$ cat config.mk
export PLATFORM = sky130hd
export DESIGN_NAME = uart_fifo_ctrl
export DESIGN_NICKNAME = d
export VERILOG_FILES = /design/src/rtl/ufc_pkg.sv /design/src/rtl/ufc_ctrl_reg.sv /design/src/rtl/ufc_byte_fifo.sv /design/src/rtl/ufc_ready_gen.sv /design/src/rtl/uart_fifo_ctrl.sv
export SDC_FILE = /design/constraint.sdc
export NUM_CORES = 1
export LEC_CHECK = 0
export BUFFER_PORTS_ARGS = -buffer_cell sky130_fd_sc_hd__buf_2
export CORE_MARGIN = 5
export CORE_UTILIZATION = 43
export CTS_CLUSTER_SIZE = 10
export DETAILED_ROUTE_END_ITERATION = 10
export RECOVER_POWER = 50
export SLEW_MARGIN = 20
export SYNTH_ARGS = -nofsm -noshare
export SYNTH_HDL_FRONTEND = slang
export SYNTH_SLANG_ARGS = --single-unit
$ cat constraint.sdc
create_clock -name clk_i -period 3.9 [get_ports clk_i]
set_input_delay 0.975 -clock clk_i [delete_from_list [all_inputs] [get_ports clk_i]]
set_output_delay 0.975 -clock clk_i [all_outputs]
set_load 0.02 [all_outputs]
$ cat src/rtl/ufc_pkg.sv
package ufc_pkg;
  typedef struct packed {
    logic [1:0] rx_code;
    logic [1:0] tx_code;
    logic       blk_mode;
    logic       en;
  } ufc_cfg_t;

  function automatic int rx_thresh(logic [1:0] code);
    case (code)
      2'b00:   return 8;
      2'b01:   return 16;
      2'b10:   return 24;
      default: return 28;
    endcase
  endfunction

  // tx encoding is deliberately non-monotonic
  function automatic int tx_thresh(logic [1:0] code);
    case (code)
      2'b00:   return 16;
      2'b01:   return 8;
      2'b10:   return 24;
      default: return 30;
    endcase
  endfunction
endpackage

$ cat src/rtl/ufc_ctrl_reg.sv
module ufc_ctrl_reg
  import ufc_pkg::*;
(
  input  logic       clk_i,
  input  logic       rst_ni,
  input  logic       we_i,
  input  logic [7:0] wdata_i,
  output ufc_cfg_t   cfg_o,
  output ufc_cfg_t   cfg_nxt_o,
  output logic       rx_flush_o,
  output logic       tx_flush_o
);
  ufc_cfg_t cfg_q, cfg_d;

  always_comb begin
    cfg_d      = cfg_q;
    rx_flush_o = 1'b0;
    tx_flush_o = 1'b0;
    if (we_i) begin
      if (wdata_i[0]) begin
        cfg_d.en       = 1'b1;
        cfg_d.blk_mode = wdata_i[3];
        cfg_d.tx_code  = wdata_i[5:4];
        cfg_d.rx_code  = wdata_i[7:6];
        rx_flush_o     = wdata_i[1];
        tx_flush_o     = wdata_i[2];
      end else begin
        cfg_d      = '0;
        rx_flush_o = 1'b1;
        tx_flush_o = 1'b1;
      end
    end
  end

  always_ff @(posedge clk_i or negedge rst_ni) begin
    if (!rst_ni) cfg_q <= '0;
    else         cfg_q <= cfg_d;
  end

  assign cfg_o     = cfg_q;
  assign cfg_nxt_o = cfg_d;
endmodule

$ cat src/rtl/ufc_byte_fifo.sv
module ufc_byte_fifo #(
  parameter int DEPTH = 32,
  parameter int WIDTH = 8,
  localparam int AW = (DEPTH > 1) ? $clog2(DEPTH) : 1,
  localparam int CW = $clog2(DEPTH + 1)
) (
  input  logic             clk_i,
  input  logic             rst_ni,
  input  logic             flush_i,
  input  logic             single_i,
  input  logic             push_i,
  input  logic [WIDTH-1:0] data_i,
  input  logic             pop_i,
  output logic [WIDTH-1:0] data_o,
  output logic [CW-1:0]    level_o,
  output logic [CW-1:0]    level_nxt_o,
  output logic             ovf_o
);
  logic [WIDTH-1:0] mem [DEPTH];
  logic [AW-1:0]    wr_q, rd_q;
  logic [CW-1:0]    cnt_q, cnt_d;
  logic [WIDTH-1:0] dout_q;
  logic             ovf_q;
  logic             full, empty, push_ok, pop_ok;

  function automatic logic [AW-1:0] wrap_inc(logic [AW-1:0] p);
    return (int'(p) == DEPTH - 1) ? '0 : p + 1'b1;
  endfunction

  assign full    = single_i ? (cnt_q != '0) : (int'(cnt_q) == DEPTH);
  assign empty   = (cnt_q == '0);
  assign push_ok = push_i & ~full;
  assign pop_ok  = pop_i & ~empty;

  always_comb begin
    if (flush_i) cnt_d = '0;
    else         cnt_d = cnt_q + CW'(push_ok) - CW'(pop_ok);
  end

  always_ff @(posedge clk_i or negedge rst_ni) begin
    if (!rst_ni) begin
      wr_q   <= '0;
      rd_q   <= '0;
      cnt_q  <= '0;
      ovf_q  <= 1'b0;
      dout_q <= '0;
    end else if (flush_i) begin
      wr_q  <= '0;
      rd_q  <= '0;
      cnt_q <= '0;
      ovf_q <= 1'b0;
    end else begin
      cnt_q <= cnt_d;
      if (push_ok) wr_q <= wrap_inc(wr_q);
      if (pop_ok) begin
        rd_q   <= wrap_inc(rd_q);
        dout_q <= mem[rd_q];
      end
      if (push_i & full) ovf_q <= 1'b1;
    end
  end

  always_ff @(posedge clk_i) begin
    if (push_ok && !flush_i) mem[wr_q] <= data_i;
  end

  assign data_o      = dout_q;
  assign level_o     = cnt_q;
  assign level_nxt_o = cnt_d;
  assign ovf_o       = ovf_q;
endmodule

$ cat src/rtl/ufc_ready_gen.sv
module ufc_ready_gen
  import ufc_pkg::*;
#(
  parameter int DEPTH = 32,
  localparam int CW = $clog2(DEPTH + 1)
) (
  input  logic          clk_i,
  input  logic          rst_ni,
  input  ufc_cfg_t      cfg_i,
  input  ufc_cfg_t      cfg_nxt_i,
  input  logic [CW-1:0] rx_level_i,
  input  logic [CW-1:0] rx_level_nxt_i,
  input  logic [CW-1:0] tx_level_i,
  input  logic          rx_timeout_i,
  output logic          rx_trig_o,
  output logic          tx_trig_o,
  output logic          rx_ready_no,
  output logic          tx_ready_no
);
  logic blk_now, blk_nxt, rx_req_q, rx_req_d, nxt_busy;

  assign blk_now  = cfg_i.en & cfg_i.blk_mode;
  assign blk_nxt  = cfg_nxt_i.en & cfg_nxt_i.blk_mode;
  assign nxt_busy = (rx_level_nxt_i != '0);

  // latch evaluated on next-state level so the pin moves with the count
  assign rx_req_d = blk_nxt &
                    ((int'(rx_level_nxt_i) >= rx_thresh(cfg_nxt_i.rx_code)) |
                     (rx_timeout_i & nxt_busy) |
                     (rx_req_q & nxt_busy));

  always_ff @(posedge clk_i or negedge rst_ni) begin
    if (!rst_ni) rx_req_q <= 1'b0;
    else         rx_req_q <= rx_req_d;
  end

  assign rx_trig_o   = cfg_i.en & (int'(rx_level_i) >= rx_thresh(cfg_i.rx_code));
  assign tx_trig_o   = cfg_i.en & (int'(tx_level_i) <= tx_thresh(cfg_i.tx_code));
  assign rx_ready_no = blk_now ? ~rx_req_q : (rx_level_i == '0);
  assign tx_ready_no = blk_now ? (int'(tx_level_i) == DEPTH) : (tx_level_i != '0);
endmodule

$ cat src/rtl/uart_fifo_ctrl.sv
module uart_fifo_ctrl
  import ufc_pkg::*;
#(
  parameter int DEPTH = 32,
  parameter int WIDTH = 8,
  localparam int CW = $clog2(DEPTH + 1)
) (
  input  logic             clk_i,
  input  logic             rst_ni,
  input  logic             ctrl_we_i,
  input  logic [7:0]       ctrl_wdata_i,
  output logic [7:0]       ctrl_o,
  input  logic             tx_push_i,
  input  logic [WIDTH-1:0] tx_data_i,
  input  logic             tx_pop_i,
  output logic [WIDTH-1:0] tx_data_o,
  output logic [CW-1:0]    tx_level_o,
  output logic             tx_ovf_o,
  input  logic             rx_push_i,
  input  logic [WIDTH-1:0] rx_data_i,
  input  logic             rx_pop_i,
  output logic [WIDTH-1:0] rx_data_o,
  output logic [CW-1:0]    rx_level_o,
  output logic             rx_ovf_o,
  input  logic             rx_timeout_i,
  output logic             rx_trig_o,
  output logic             tx_trig_o,
  output logic             rx_ready_no,
  output logic             tx_ready_no
);
  ufc_cfg_t      cfg, cfg_nxt;
  logic          rx_flush, tx_flush;
  logic [CW-1:0] rx_level_nxt, tx_level_nxt;

  ufc_ctrl_reg i_ctrl (
    .clk_i, .rst_ni,
    .we_i       (ctrl_we_i),
    .wdata_i    (ctrl_wdata_i),
    .cfg_o      (cfg),
    .cfg_nxt_o  (cfg_nxt),
    .rx_flush_o (rx_flush),
    .tx_flush_o (tx_flush)
  );

  ufc_byte_fifo #(.DEPTH(DEPTH), .WIDTH(WIDTH)) i_tx_fifo (
    .clk_i, .rst_ni,
    .flush_i     (tx_flush),
    .single_i    (~cfg.en),
    .push_i      (tx_push_i),
    .data_i      (tx_data_i),
    .pop_i       (tx_pop_i),
    .data_o      (tx_data_o),
    .level_o     (tx_level_o),
    .level_nxt_o (tx_level_nxt),
    .ovf_o       (tx_ovf_o)
  );

  ufc_byte_fifo #(.DEPTH(DEPTH), .WIDTH(WIDTH)) i_rx_fifo (
    .clk_i, .rst_ni,
    .flush_i     (rx_flush),
    .single_i    (~cfg.en),
    .push_i      (rx_push_i),
    .data_i      (rx_data_i),
    .pop_i       (rx_pop_i),
    .data_o      (rx_data_o),
    .level_o     (rx_level_o),
    .level_nxt_o (rx_level_nxt),
    .ovf_o       (rx_ovf_o)
  );

  ufc_ready_gen #(.DEPTH(DEPTH)) i_ready (
    .clk_i, .rst_ni,
    .cfg_i          (cfg),
    .cfg_nxt_i      (cfg_nxt),
    .rx_level_i     (rx_level_o),
    .rx_level_nxt_i (rx_level_nxt),
    .tx_level_i     (tx_level_o),
    .rx_timeout_i   (rx_timeout_i),
    .rx_trig_o      (rx_trig_o),
    .tx_trig_o      (tx_trig_o),
    .rx_ready_no    (rx_ready_no),
    .tx_ready_no    (tx_ready_no)
  );

  assign ctrl_o = {cfg.rx_code, cfg.tx_code, cfg.blk_mode, 2'b00, cfg.en};

  logic unused_nxt;
  assign unused_nxt = ^tx_level_nxt;
endmodule

==> metrics.txt, run 1 <==
# TYPE chip_impl_metric gauge
chip_impl_metric{name="initialDrtViolationCount",unit=""} 945
chip_impl_metric{name="floorplan.rows",unit=""} 85
chip_impl_info{name="crit_family",value="compound AO/OA/AOI/OAI gates"} 1
chip_impl_metric{name="final_number_of_setup_violating_endpoints",unit=""} 0
chip_impl_metric{name="drive_gt1_frac",unit=""} 0.2371
chip_impl_metric{name="tritoncts.num_buffers",unit=""} 68
chip_impl_info{name="worst_path_max_delay_cell",value="or3b_2"} 1
chip_impl_metric{name="clock_sinks",unit=""} 569
chip_impl_metric{name="netSwitchingPower",unit="mW"} 4.502
chip_impl_metric{name="clk_pin_slew",unit="ns"} 0.06
chip_impl_metric{name="input_output_buffers",unit=""} 71
chip_impl_metric{name="final_hold_viol_count",unit=""} 0
chip_impl_metric{name="comb_power_share",unit=""} 0.204
chip_impl_metric{name="core_area",unit="um^2"} 53810
chip_impl_metric{name="die_x",unit="um"} 243.2
chip_impl_metric{name="critical_path_arrival",unit="ns"} 4.04
chip_impl_metric{name="mappedNetlistArea",unit="um^2"} 23380
chip_impl_metric{name="ctsHtreeMaxLevel",unit=""} 3
chip_impl_metric{name="antenna_violating_nets_post_route",unit=""} 0
chip_impl_metric{name="grt_pass1_wl",unit="um"} 80790
chip_impl_metric{name="vias_in_the_first_global_route",unit=""} 12940
chip_impl_metric{name="finish.net_count",unit=""} 1579
chip_impl_metric{name="area.growth.synth_to_final",unit="%"} 15.06
chip_impl_metric{name="post-cts-setup-buffer-count",unit=""} 0
chip_impl_info{name="rsz0062_at_grt",value="false"} 1
chip_impl_metric{name="overflow",unit=""} 0
chip_impl_metric{name="number_of_flops_mapped_to_enable_cells_by_yosys",unit=""} 512
chip_impl_metric{name="pin_count",unit=""} 74
chip_impl_metric{name="post_route_cell_area",unit="um^2"} 26900
chip_impl_metric{name="worst-path-buf-inv",unit=""} 2
chip_impl_metric{name="switching_share",unit=""} 0.2779
chip_impl_info{name="violations_in_the_final_reports",value="capacitance limit, slew limit"} 1
chip_impl_metric{name="max_cap_violations",unit=""} 15
chip_impl_metric{name="power.share.sequential",unit=""} 0.450
chip_impl_metric{name="async_flop_share",unit=""} 0.1002
chip_impl_metric{name="initial_utilization",unit=""} 0.4345
chip_impl_metric{name="cts-resized-gates",unit=""} 0
chip_impl_metric{name="wl_per_cell",unit="um"} 23.70
chip_impl_info{name="outcome",value="finished with violations"} 1
chip_impl_metric{name="num_antenna_cells",unit=""} 0
chip_impl_metric{name="cp_slowest_stage_delay",unit="ns"} 0.46
chip_impl_metric{name="syn-instance-count",unit=""} 1333
chip_impl_metric{name="cts-root-to-sink-buffers",unit=""} 3
chip_impl_info{name="critical_path_class",value="register to register"} 1
chip_impl_metric{name="cellInternalPower",unit="mW"} 11.70
chip_impl_metric{name="grt_start_max_net_pins",unit=""} 49
chip_impl_metric{name="totalWireLength",unit="um"} 52890
chip_impl_metric{name="post-dp-hpwl",unit="um"} 33590
chip_impl_metric{name="ir_worst_vdd",unit="mV"} 0.3440
chip_impl_metric{name="ys_warn_count",unit=""} 0
chip_impl_metric{name="fraction_of_the_yosys_area_taken_by_sequential_cells",unit=""} 0.7186
chip_impl_metric{name="power_frac_clock",unit=""} 0.346
chip_impl_info{name="crit_path_end_kind",value="register"} 1
chip_impl_metric{name="vias",unit=""} 12550
chip_impl_info{name="critical_path.most_common_cell",value="ha_1"} 1
chip_impl_metric{name="drcViolationCount",unit=""} 0
chip_impl_info{name="synthFlopType",value="edfxtp_1"} 1
chip_impl_metric{name="finalWeightedCongestion",unit=""} 0.7970
chip_impl_metric{name="cellPowerDensity",unit="nW/um^2"} 602.1
chip_impl_metric{name="report.power.total",unit="mW"} 16.20
chip_impl_metric{name="via_per_inst",unit=""} 5.626
chip_impl_metric{name="tightest_slew",unit="ns"} 1.777
chip_impl_info{name="setup.worst_path.start_class",value="register"} 1
chip_impl_metric{name="slew_headroom",unit=""} -0.1844
chip_impl_metric{name="drt_first_pass_iters",unit=""} 5
chip_impl_metric{name="postCtsHoldBufs",unit=""} 0
chip_impl_info{name="crit_path_cell_trace",value="inv_1, ha_1, or3b_2, o221ai_1, inv_1, ha_1, a21o_1, a21oi_1, xnor2_1, nor2_1, ha_1, nor2b_1, a311o_1, a21o_1, o311a_1"} 1
chip_impl_metric{name="leakage",unit="nW"} 9.072
chip_impl_metric{name="post_synth.cell_area_avg",unit="um^2"} 17.54
chip_impl_metric{name="max_clock_freq",unit="MHz"} 279.6
chip_impl_info{name="cts_root_buf",value="clkbuf_16"} 1
chip_impl_metric{name="post_layout_nonfiller_instances",unit=""} 2231
chip_impl_metric{name="placed_cells_incl_taps",unit=""} 2130
chip_impl_metric{name="floorplan.die_area",unit="um^2"} 59140
chip_impl_metric{name="holdWs",unit="ns"} 0.4990
chip_impl_metric{name="required",unit="ns"} 4.37
chip_impl_metric{name="setup-tns-final",unit="ns"} 0
chip_impl_info{name="tritoncts_clock_tree",value="yes"} 1
chip_impl_metric{name="post-route-period-util",unit=""} 0.9170
chip_impl_metric{name="grtUsageTotal",unit=""} 0.1788
chip_impl_metric{name="timing.critical_path.fanout_max",unit=""} 4
chip_impl_metric{name="slew_viol_final",unit=""} 490
chip_impl_metric{name="timing.final.crit_period",unit="ns"} 3.576
chip_impl_metric{name="final.setup_skew",unit="ns"} 0.03286
chip_impl_metric{name="grt_antenna_before_repair",unit=""} 1
chip_impl_metric{name="synth.lib_cells_used.distinct",unit=""} 58
chip_impl_info{name="hp-class",value="register to register"} 1
chip_impl_metric{name="chipHeight",unit="um"} 243.2
chip_impl_metric{name="ys_ff_latch",unit=""} 569
chip_impl_metric{name="insertion_delay",unit="ns"} 0.60
chip_impl_metric{name="placement.cell_area",unit="um^2"} 25000
## worst register-to-register path, cell delays in order, from the launching register on
cell and delay [ns]:
dfrtp_1 0.42, inv_1 0.10, ha_1 0.17, or3b_2 0.46
o221ai_1 0.20, inv_1 0.08, ha_1 0.23, a21o_1 0.20
a21oi_1 0.18, xnor2_1 0.16, nor2_1 0.08, ha_1 0.31
nor2b_1 0.13, a311o_1 0.30, a21o_1 0.17, o311a_1 0.27
## layer usage
layer  GRT usage  vias to the layer above  share of wire
met5           0                        -              0
met4     0.05174                        0          0.020
met3     0.03498                       89          0.063
met2      0.2775                      386           0.47
met1      0.2603                     6469           0.45
li1            -                     5607              -
## cell usage after synthesis (7+ instances only)
cell / count / area share
and2_1: 7 / 0.0019
o21ai_0: 36 / 0.0077
nor2_1: 115 / 0.018
mux2_2: 34 / 0.016
a22oi_1: 25 / 0.0080
nand3b_1: 7 / 0.0022
dfrtp_1: 57 / 0.061
nand3_1: 23 / 0.0049
nor2b_1: 12 / 0.0032
inv_1: 33 / 0.0053
clkbuf_1: 33 / 0.0053
ha_1: 41 / 0.022
o22ai_1: 18 / 0.0048
mux4_2: 100 / 0.096
mux2i_1: 26 / 0.011
nand2_1: 49 / 0.0079
edfxtp_1: 512 / 0.66
buf_1: 7 / 0.0011
a221oi_1: 13 / 0.0049
mux4_1: 8 / 0.0090
nand2b_1: 20 / 0.0054
buf_2: 16 / 0.0034
nor3_1: 11 / 0.0024
a21oi_1: 49 / 0.010
## sequential cells by signal (all words and copies together), names as in the netlist, 5 cells and up
name,flops
i_tx_fifo.wr_q,5
i_rx_fifo.rd_q,5
i_rx_fifo.wr_q,5
i_tx_fifo.rd_q,5
i_rx_fifo.level_o,6
i_ctrl.cfg_o,6
i_tx_fifo.level_o,6
i_tx_fifo.mem,256
i_tx_fifo.data_o,8
i_rx_fifo.mem,256
i_rx_fifo.data_o,8
## path summary, 6_finish.rpt
check | slack (ns) | from | to | cells past startpoint
worst max register to register | 0.32 | i_rx_fifo.level_o[3]$_DFF_PN0_ | i_ready.rx_req_q$_DFF_PN0_ | 15
worst min-delay path | 0.50 | i_tx_fifo.ovf_o$_DFFE_PN0P_ | i_tx_fifo.ovf_o$_DFFE_PN0P_ | 1
min in group asynchronous | 0.84 | rst_ni | i_rx_fifo.data_o[7]$_DFFE_PN0P_ | 1
worst min register to register | 0.50 | i_tx_fifo.ovf_o$_DFFE_PN0P_ | i_tx_fifo.ovf_o$_DFFE_PN0P_ | 1
worst max-delay path | 0.32 | i_rx_fifo.level_o[3]$_DFF_PN0_ | i_ready.rx_req_q$_DFF_PN0_ | 15
max in group asynchronous | 1.28 | rst_ni | i_rx_fifo.rd_q[0]$_DFFE_PN0P_ | 2
## placed cells by master (no fill, tap or decap), types with 7 or more instances in the layout
master,n
nand3b_1,7
nor2_1,115
o21ai_0,36
a221oi_1,13
nand2b_1,20
nor2b_1,12
dfrtp_1,54
mux4_1,8
mux4_2,100
buf_4,92
edfxtp_1,512
mux2i_1,26
a21oi_1,49
buf_2,48
a22oi_1,25
mux2_2,34
inv_1,33
ha_1,41
clkbuf_1,48
nand3_1,23
clkbuf_16,71
nand2_1,49
nor3_1,11
o22ai_1,18
## through the flow
| step | setup WS, ns | utilization |
|---|---|---|
| floorplan | 0.1473 | - |
| detailed placement | 0.1620 | 0.4646 |
| global placement | 0.1949 | 0.4646 |
| finish | 0.3235 | 0.4999 |
| global route | 0.1177 | 0.4999 |
| CTS | 0.3266 | 0.5007 |
## power by group through the flow
stage | Combinational (mW) | Sequential [mW] | Clock [mW]
floorplan | 2.35 | 7.30 | 0
global placement | 3.30 | 7.40 | 0
detailed placement | 3.33 | 7.41 | 0
CTS | 3.35 | 7.29 | 5.76
global route | 3.62 | 7.33 | 6.02
finish | 3.31 | 7.28 | 5.61
## kinds of logic after synthesis
logic type / after synthesis / synth area share
buf+inv: 99 / 0.01937
flops: 569 / 0.7186
compound gates: 170 / 0.04602
simple gates: 277 / 0.05715
xor+xnor: 6 / 0.002248
mux: 168 / 0.1328
fa+ha+maj: 43 / 0.02365
other cells: 1 / 0.0001604
## final cells by class
| type | instances | area (um^2) |
|---|---|---|
| Fill cell | 4428 | 26910 |
| Sequential cell | 569 | 16810 |
| Multi-Input combinational cell | 666 | 6131 |
| Clock buffer | 93 | 1859 |
| Timing Repair Buffer | 166 | 1028 |
| Tap cell | 696 | 870.8 |
| Inverter | 33 | 123.9 |
| Clock inverter | 8 | 78.83 |
Note: power is estimated with default switching activity, not from simulation.
==> run 2: changes to the inputs <==
ABC_AREA = 1   (was default)
CORE_ASPECT_RATIO = 1.5   (was default)
==> metrics.txt, run 2 <==
# TYPE chip_impl_metric gauge
chip_impl_info{name="outcome",value="finished with violations"} 1
chip_impl_info{name="violations_in_the_final_reports",value="capacitance limit, slew limit"} 1
chip_impl_metric{name="post_route_cell_area",unit="um^2"} 27080
chip_impl_metric{name="die_x",unit="um"} 204.3
chip_impl_metric{name="pin_count",unit=""} 74
chip_impl_info{name="registers_with_the_highest_flip_flop_counts",value="i_rx_fifo.mem (256), i_tx_fifo.mem (256)"} 1
chip_impl_metric{name="post-cts-setup-buffer-count",unit=""} 0
chip_impl_metric{name="initialDrtViolationCount",unit=""} 930
chip_impl_metric{name="floorplan.die_area",unit="um^2"} 61600
chip_impl_metric{name="wl_per_cell",unit="um"} 19.73
chip_impl_info{name="netlist_top_cells_count",value="512 x edfxtp_1, 444 x nor2_1, 261 x nand3_1"} 1
chip_impl_metric{name="drt_first_pass_iters",unit=""} 5
chip_impl_metric{name="clk_pin_slew",unit="ns"} 0.06
chip_impl_metric{name="final_number_of_setup_violating_endpoints",unit=""} 0
chip_impl_metric{name="leakage",unit="nW"} 9.848
chip_impl_info{name="rsz0062_at_grt",value="false"} 1
chip_impl_metric{name="cts-resized-gates",unit=""} 0
chip_impl_metric{name="timing.final.crit_period",unit="ns"} 3.385
chip_impl_metric{name="post_synth.cell_area_avg",unit="um^2"} 11.33
chip_impl_metric{name="ys_ff_latch",unit=""} 569
chip_impl_metric{name="chipHeight",unit="um"} 301.5
chip_impl_metric{name="ctsHtreeMaxLevel",unit=""} 3
chip_impl_metric{name="input_output_buffers",unit=""} 71
chip_impl_metric{name="multi_input_comb_area",unit="um^2"} 6379
chip_impl_metric{name="insertion_delay",unit="ns"} 0.59
chip_impl_metric{name="met2_usage",unit=""} 0.3475
chip_impl_metric{name="postCtsHoldBufs",unit=""} 0
chip_impl_metric{name="finish.utilization",unit=""} 0.4794
chip_impl_metric{name="async_flop_share",unit=""} 0.1002
chip_impl_info{name="synthMostInstantiatedCell",value="edfxtp_1"} 1
chip_impl_metric{name="fraction_of_the_yosys_area_taken_by_sequential_cells",unit=""} 0.6898
chip_impl_metric{name="layout_setup_ws",unit="ns"} 0.5151
chip_impl_metric{name="tritoncts.num_buffers",unit=""} 67
chip_impl_metric{name="area.growth.synth_to_final",unit="%"} 11.20
chip_impl_metric{name="synth.lib_cells_used.distinct",unit=""} 37
chip_impl_metric{name="ys_warn_count",unit=""} 0
chip_impl_info{name="setup.worst_path.start_class",value="register"} 1
chip_impl_metric{name="finalWeightedCongestion",unit=""} 0.8571
chip_impl_metric{name="cellPowerDensity",unit="nW/um^2"} 625.4
chip_impl_metric{name="synth_largest_type_area_fraction",unit=""} 0.6312
chip_impl_metric{name="syn-instance-count",unit=""} 2150
chip_impl_metric{name="final_hold_viol_count",unit=""} 0
chip_impl_info{name="final_common_cell",value="edfxtp_1"} 1
chip_impl_metric{name="grt_start_max_net_pins",unit=""} 110
chip_impl_metric{name="grt.met3_usage",unit=""} 0.02840
chip_impl_metric{name="number_of_flops_mapped_to_enable_cells_by_yosys",unit=""} 512
chip_impl_metric{name="grt_pass1_wl",unit="um"} 91400
chip_impl_metric{name="required",unit="ns"} 4.37
chip_impl_info{name="tritoncts_clock_tree",value="yes"} 1
chip_impl_metric{name="holdWs",unit="ns"} 0.4699
chip_impl_info{name="top_library_cells_by_usage_in_the_layout_fill_and_taps_aside",value="512 x edfxtp_1, 445 x nor2_1, 261 x nand3_1"} 1
chip_impl_info{name="synthFlopType",value="edfxtp_1"} 1
chip_impl_metric{name="core_area",unit="um^2"} 56500
chip_impl_metric{name="vias",unit=""} 15770
chip_impl_metric{name="gr-usage-met1",unit=""} 0.2307
chip_impl_metric{name="totalWireLength",unit="um"} 59130
chip_impl_metric{name="critical_path_arrival",unit="ns"} 3.85
chip_impl_metric{name="finish.net_count",unit=""} 2268
chip_impl_metric{name="setup-tns-final",unit="ns"} 0
chip_impl_metric{name="overflow",unit=""} 0
chip_impl_metric{name="timing.critical_path.fanout_max",unit=""} 4
chip_impl_info{name="layer_carrying_the_most_global_route_usage",value="met2"} 1
chip_impl_metric{name="post-route-period-util",unit=""} 0.8679
chip_impl_metric{name="ff_latch_area",unit="um^2"} 16810
chip_impl_metric{name="max_clock_freq",unit="MHz"} 295.4
chip_impl_metric{name="final.setup_skew",unit="ns"} 0.02042
chip_impl_metric{name="num-fill-cells",unit=""} 5163
chip_impl_info{name="critical_path_class",value="register to register"} 1
chip_impl_metric{name="grt_antenna_before_repair",unit=""} 2
chip_impl_metric{name="dpl_worst_slack",unit="ns"} 0.4738
chip_impl_metric{name="antenna_violating_nets_post_route",unit=""} 0
chip_impl_info{name="netlist.top_cell.by_area",value="edfxtp_1"} 1
chip_impl_metric{name="clock_sinks",unit=""} 569
chip_impl_metric{name="via_per_inst",unit=""} 5.260
chip_impl_info{name="hp-class",value="register to register"} 1
chip_impl_metric{name="drive_gt1_frac",unit=""} 0.07344
chip_impl_metric{name="vias_in_the_first_global_route",unit=""} 15910
chip_impl_metric{name="tightest_slew",unit="ns"} 2.553
chip_impl_metric{name="post-dp-hpwl",unit="um"} 36990
chip_impl_metric{name="grtUsageTotal",unit=""} 0.1923
chip_impl_metric{name="initial_utilization",unit=""} 0.4311
chip_impl_info{name="crit_path_end_kind",value="register"} 1
chip_impl_metric{name="floorplan.rows",unit=""} 107
chip_impl_info{name="cts_root_buf",value="clkbuf_16"} 1
chip_impl_metric{name="slew_headroom",unit=""} -0.7018
chip_impl_metric{name="cts-root-to-sink-buffers",unit=""} 3
chip_impl_metric{name="max_cap_violations",unit=""} 17
chip_impl_metric{name="drcViolationCount",unit=""} 0
chip_impl_metric{name="ir_worst_vdd",unit="mV"} 0.4529
chip_impl_metric{name="placement.cell_area",unit="um^2"} 25200
chip_impl_info{name="ys_top_cells_by_area",value="edfxtp_1 63%, nor2_1 6.8%, dfrtp_1 5.9%"} 1
chip_impl_metric{name="slew_viol_final",unit=""} 570
chip_impl_metric{name="mappedNetlistArea",unit="um^2"} 24360
[run 2: cell type report]
cell class | instances | area share
antenna | 1 | 0.00009239
clock buffer | 105 | 0.06952
clock inverter | 4 | 0.001894
inverter | 139 | 0.01949
multi-input combinational | 1328 | 0.2355
sequential | 569 | 0.6206
tap | 763 | 0.03525
timing repair buffer | 88 | 0.01765
[run 2: power breakdown]
group	leakage, nW	total [mW]	internal, mW	switching [mW]
Sequential	5.34	7.11	6.88	0.229
Combinational	3.58	4.20	1.30	2.90
Clock	0.929	5.64	3.35	2.28
Total	9.85	16.9	11.5	5.41
[run 2: per-stage QoR]
stage	total power, mW	instances
floorplan	10.24	2151
global placement	11.39	2887
detailed placement	11.44	2887
CTS	17.09	2996
global route	17.90	2996
finish	16.94	2997
[run 2: final timing paths]
path,startpoint,endpoint,slack (ns),cells after the start
max reg2reg,i_rx_fifo.level_o[3]$_DFF_PN0_,i_ready.rx_req_q$_DFF_PN0_,0.52,19
min,i_rx_fifo.data_o[4]$_DFFE_PN0P_,i_rx_fifo.data_o[4]$_DFFE_PN0P_,0.47,2
max,i_rx_fifo.level_o[3]$_DFF_PN0_,i_ready.rx_req_q$_DFF_PN0_,0.52,19
max in group asynchronous,rst_ni,i_tx_fifo.data_o[2]$_DFFE_PN0P_,0.73,2
min reg2reg,i_rx_fifo.data_o[4]$_DFFE_PN0P_,i_rx_fifo.data_o[4]$_DFFE_PN0P_,0.47,2
min in group asynchronous,rst_ni,i_rx_fifo.data_o[4]$_DFFE_PN0P_,1.17,1
[run 2: routing by layer]
metal / share of wire / up-vias
li1: - / 7551
met4: 0.034 / 0
met1: 0.39 / 7620
met2: 0.52 / 470
met3: 0.055 / 124
met5: 0 / -
[run 2: worst max-delay path: stages, from the launching register on]
cell and delay (ns):
dfrtp_1 0.40, inv_1 0.08, ha_1 0.20, nand2_1 0.07, nor2_1 0.06, o21ai_0 0.55, nor2_4 0.06, ha_1 0.27
fa_1 0.44, or2_2 0.29, nand3_1 0.13, ha_1 0.24, nand2_1 0.06, inv_1 0.03, nand2_1 0.05, nand3_1 0.06
nand2_1 0.06, nand2_1 0.04, nor2_1 0.08, a21oi_1 0.07
[run 2: kinds of logic (layout without fill, tap and decap cells)]
kind of cell | count (synthesis) | in the layout | synth area share
buf+inv | 254 | 336 | 0.04757
xor+xnor | 8 | 8 | 0.002876
compound gates | 308 | 308 | 0.07022
flops | 569 | 569 | 0.6898
fa+ha+maj | 43 | 43 | 0.02271
other cells | 1 | 3 | 0.0001540
simple gates | 967 | 967 | 0.1667
==> run 3: changes to the inputs <==
CORE_MARGIN = 3   (was 5)
==> metrics.txt, run 3 (same netlist as run 2, synthesis figures left out) <==
# TYPE chip_impl_metric gauge
chip_impl_info{name="outcome",value="finished with violations"} 1
chip_impl_info{name="violations_in_the_final_reports",value="capacitance limit, slew limit"} 1
chip_impl_metric{name="vias_in_the_first_global_route",unit=""} 16330
chip_impl_metric{name="post-dp-hpwl",unit="um"} 37950
chip_impl_metric{name="multi_input_comb_area",unit="um^2"} 6362
chip_impl_metric{name="post-cts-setup-buffer-count",unit=""} 0
chip_impl_metric{name="final_number_of_setup_violating_endpoints",unit=""} 0
chip_impl_metric{name="switching_share",unit=""} 0.3242
chip_impl_metric{name="tightest_slew",unit="ns"} 2.096
chip_impl_metric{name="slew_viol_final",unit=""} 626
chip_impl_metric{name="die_x",unit="um"} 200.3
chip_impl_metric{name="pin_count",unit=""} 74
chip_impl_info{name="critical_path_class",value="register to register"} 1
chip_impl_metric{name="wl_per_cell",unit="um"} 20.28
chip_impl_metric{name="drt_first_pass_iters",unit=""} 5
chip_impl_metric{name="max_clock_freq",unit="MHz"} 288.4
chip_impl_metric{name="num_antenna_cells",unit=""} 0
chip_impl_info{name="tritoncts_clock_tree",value="yes"} 1
chip_impl_metric{name="cts-root-to-sink-buffers",unit=""} 3
chip_impl_metric{name="finalWeightedCongestion",unit=""} 0.8750
chip_impl_info{name="worst_setup_path_endpoint",value="i_rx_fifo.mem[4][7]$_DFFE_PP_"} 1
chip_impl_metric{name="drive_gt1_frac",unit=""} 0.07462
chip_impl_metric{name="totalWireLength",unit="um"} 60720
chip_impl_metric{name="cts-resized-gates",unit=""} 0
chip_impl_info{name="registers_with_the_highest_flip_flop_counts",value="i_rx_fifo.mem (256), i_tx_fifo.mem (256)"} 1
chip_impl_metric{name="floorplan.rows",unit=""} 106
chip_impl_metric{name="power_frac_clock",unit=""} 0.334
chip_impl_metric{name="post-route-period-util",unit=""} 0.8891
chip_impl_metric{name="regToRegSetupSlack",unit="ns"} 0.43
chip_impl_metric{name="vias",unit=""} 15880
chip_impl_info{name="worstReg2RegStart",value="i_rx_fifo.level_o[3]$_DFF_PN0_"} 1
chip_impl_metric{name="grt_antenna_before_repair",unit=""} 0
chip_impl_metric{name="clk_pin_slew",unit="ns"} 0.06
chip_impl_metric{name="grt_pass1_wl",unit="um"} 93470
chip_impl_info{name="crit_family",value="simple AND/OR/NAND/NOR gates"} 1
chip_impl_metric{name="input_output_buffers",unit=""} 71
chip_impl_metric{name="area.growth.synth_to_final",unit="%"} 11.18
chip_impl_info{name="setup.worst_path.start_class",value="register"} 1
chip_impl_metric{name="floorplan.die_area",unit="um^2"} 59590
chip_impl_metric{name="max_cap_violations",unit=""} 17
chip_impl_info{name="critical_path.most_common_cell",value="nor2_1"} 1
chip_impl_metric{name="overflow",unit=""} 0
chip_impl_metric{name="num-fill-cells",unit=""} 5078
chip_impl_info{name="hp-class",value="input port to async pin"} 1
chip_impl_metric{name="postCtsHoldBufs",unit=""} 0
chip_impl_metric{name="required",unit="ns"} 4.11
chip_impl_metric{name="netSwitchingPower",unit="mW"} 5.521
chip_impl_metric{name="tritoncts.num_buffers",unit=""} 67
chip_impl_metric{name="leakage",unit="nW"} 9.844
chip_impl_metric{name="power.share.sequential",unit=""} 0.417
chip_impl_metric{name="holdWs",unit="ns"} 0.4199
chip_impl_info{name="top_library_cells_by_usage_in_the_layout_fill_and_taps_aside",value="512 x edfxtp_1, 446 x nor2_1, 261 x nand3_1"} 1
chip_impl_metric{name="worst-path-buf-inv",unit=""} 2
chip_impl_metric{name="ir_worst_vdd",unit="mV"} 0.3678
chip_impl_info{name="cts_root_buf",value="clkbuf_16"} 1
chip_impl_info{name="worst_path_max_delay_cell",value="nor2_1"} 1
chip_impl_metric{name="setup-tns-final",unit="ns"} 0
chip_impl_metric{name="final.setup_skew",unit="ns"} 0.02741
chip_impl_metric{name="reg2reg_depth",unit=""} 10
chip_impl_metric{name="timing.final.crit_period",unit="ns"} 3.467
chip_impl_metric{name="clock_sinks",unit=""} 569
chip_impl_info{name="crit_path_cell_trace",value="inv_1, ha_1, nand2_1, nor2_1, o21ai_0, nor2_4, inv_2, nor2_1, nand2_4, nor2_1"} 1
chip_impl_metric{name="grtUsageTotal",unit=""} 0.2035
chip_impl_info{name="timing.rr.end",value="i_rx_fifo.mem[4][7]$_DFFE_PP_"} 1
chip_impl_info{name="rsz0062_at_grt",value="false"} 1
chip_impl_metric{name="insertion_delay",unit="ns"} 0.61
chip_impl_info{name="final_common_cell",value="edfxtp_1"} 1
chip_impl_metric{name="via_per_inst",unit=""} 5.304
chip_impl_metric{name="drcViolationCount",unit=""} 0
chip_impl_metric{name="timing.critical_path.fanout_max",unit=""} 8
chip_impl_metric{name="initial_utilization",unit=""} 0.4362
chip_impl_metric{name="critical_path_arrival",unit="ns"} 3.68
chip_impl_metric{name="comb_power_share",unit=""} 0.250
chip_impl_metric{name="core_area",unit="um^2"} 55840
chip_impl_metric{name="ctsHtreeMaxLevel",unit=""} 3
chip_impl_info{name="crit_path_end_kind",value="register"} 1
chip_impl_metric{name="cellInternalPower",unit="mW"} 11.51
chip_impl_metric{name="chipHeight",unit="um"} 297.5
chip_impl_metric{name="cp_num_cells",unit=""} 10
chip_impl_metric{name="ff_latch_area",unit="um^2"} 16810
chip_impl_metric{name="slew_headroom",unit=""} -0.3971
chip_impl_metric{name="initialDrtViolationCount",unit=""} 1262
chip_impl_metric{name="antenna_violating_nets_post_route",unit=""} 0
chip_impl_info{name="crit_start",value="i_rx_fifo.level_o[3]$_DFF_PN0_"} 1
chip_impl_metric{name="finish.net_count",unit=""} 2266
chip_impl_metric{name="final_hold_viol_count",unit=""} 0
chip_impl_metric{name="cp_slowest_stage_delay",unit="ns"} 0.76
chip_impl_metric{name="cellPowerDensity",unit="nW/um^2"} 628.8
chip_impl_metric{name="grt_start_max_net_pins",unit=""} 110
==> run 3: how the worst min path moves through the flow <==
stage	slack [ns]	endpoint	cells past startpoint	from
after floorplan	0.52	i_rx_fifo.wr_q[0]$_DFFE_PN0P_	1	i_rx_fifo.wr_q[0]$_DFFE_PN0P_
after global placement	0.47	i_rx_fifo.data_o[2]$_DFFE_PN0P_	2	i_rx_fifo.data_o[2]$_DFFE_PN0P_
after detailed placement	0.46	i_rx_fifo.data_o[4]$_DFFE_PN0P_	2	i_rx_fifo.data_o[4]$_DFFE_PN0P_
after CTS	0.41	i_rx_fifo.data_o[5]$_DFFE_PN0P_	1	rst_ni
after global routing	0.44	i_rx_fifo.data_o[1]$_DFFE_PN0P_	1	rst_ni
final	0.42	i_rx_fifo.data_o[1]$_DFFE_PN0P_	1	rst_ni
==> run 3: layout make-up <==
type | instances | area share
Timing Repair Buffer | 86 | 0.01737
Clock buffer | 109 | 0.07009
Tap cell | 756 | 0.03493
Sequential cell | 569 | 0.6207
Inverter | 139 | 0.01940
Clock inverter | 7 | 0.002587
Multi-Input combinational cell | 1328 | 0.2349
==> run 3: metal layers <==
layer,GRT usage,wire (um),vias up,part of all wire
li1,-,-,7540,-
met3,0.03383,3205,137,0.053
met2,0.3775,32580,473,0.54
met4,0.08455,2217,0,0.037
met5,0,0,-,0
met1,0.2318,22710,7731,0.37
==> run 3: power groups by stage <==
stage / clock (mW) / combinational (mW) / sequential, mW
after CTS: 5.81 / 4.30 / 7.09
after floorplan: 0 / 2.95 / 7.29
final: 5.68 / 4.25 / 7.09
after detailed placement: 0 / 4.29 / 7.21
after global placement: 0 / 4.23 / 7.21
after global routing: 6.04 / 4.81 / 7.13
==> run 3: stage by stage <==
stage	area [um^2]	setup WS (ns)	std cells	utilization	total power, mW
floorplan	24360	0.8561	2151	-	10.24
global placement	25180	0.5420	2878	0.4509	11.44
detailed placement	25180	0.5078	2878	0.4509	11.50
CTS	27150	0.6663	2994	0.4862	17.21
global route	27080	0.1906	2994	0.4850	17.98
finish	27080	0.4326	2994	0.4850	17.03
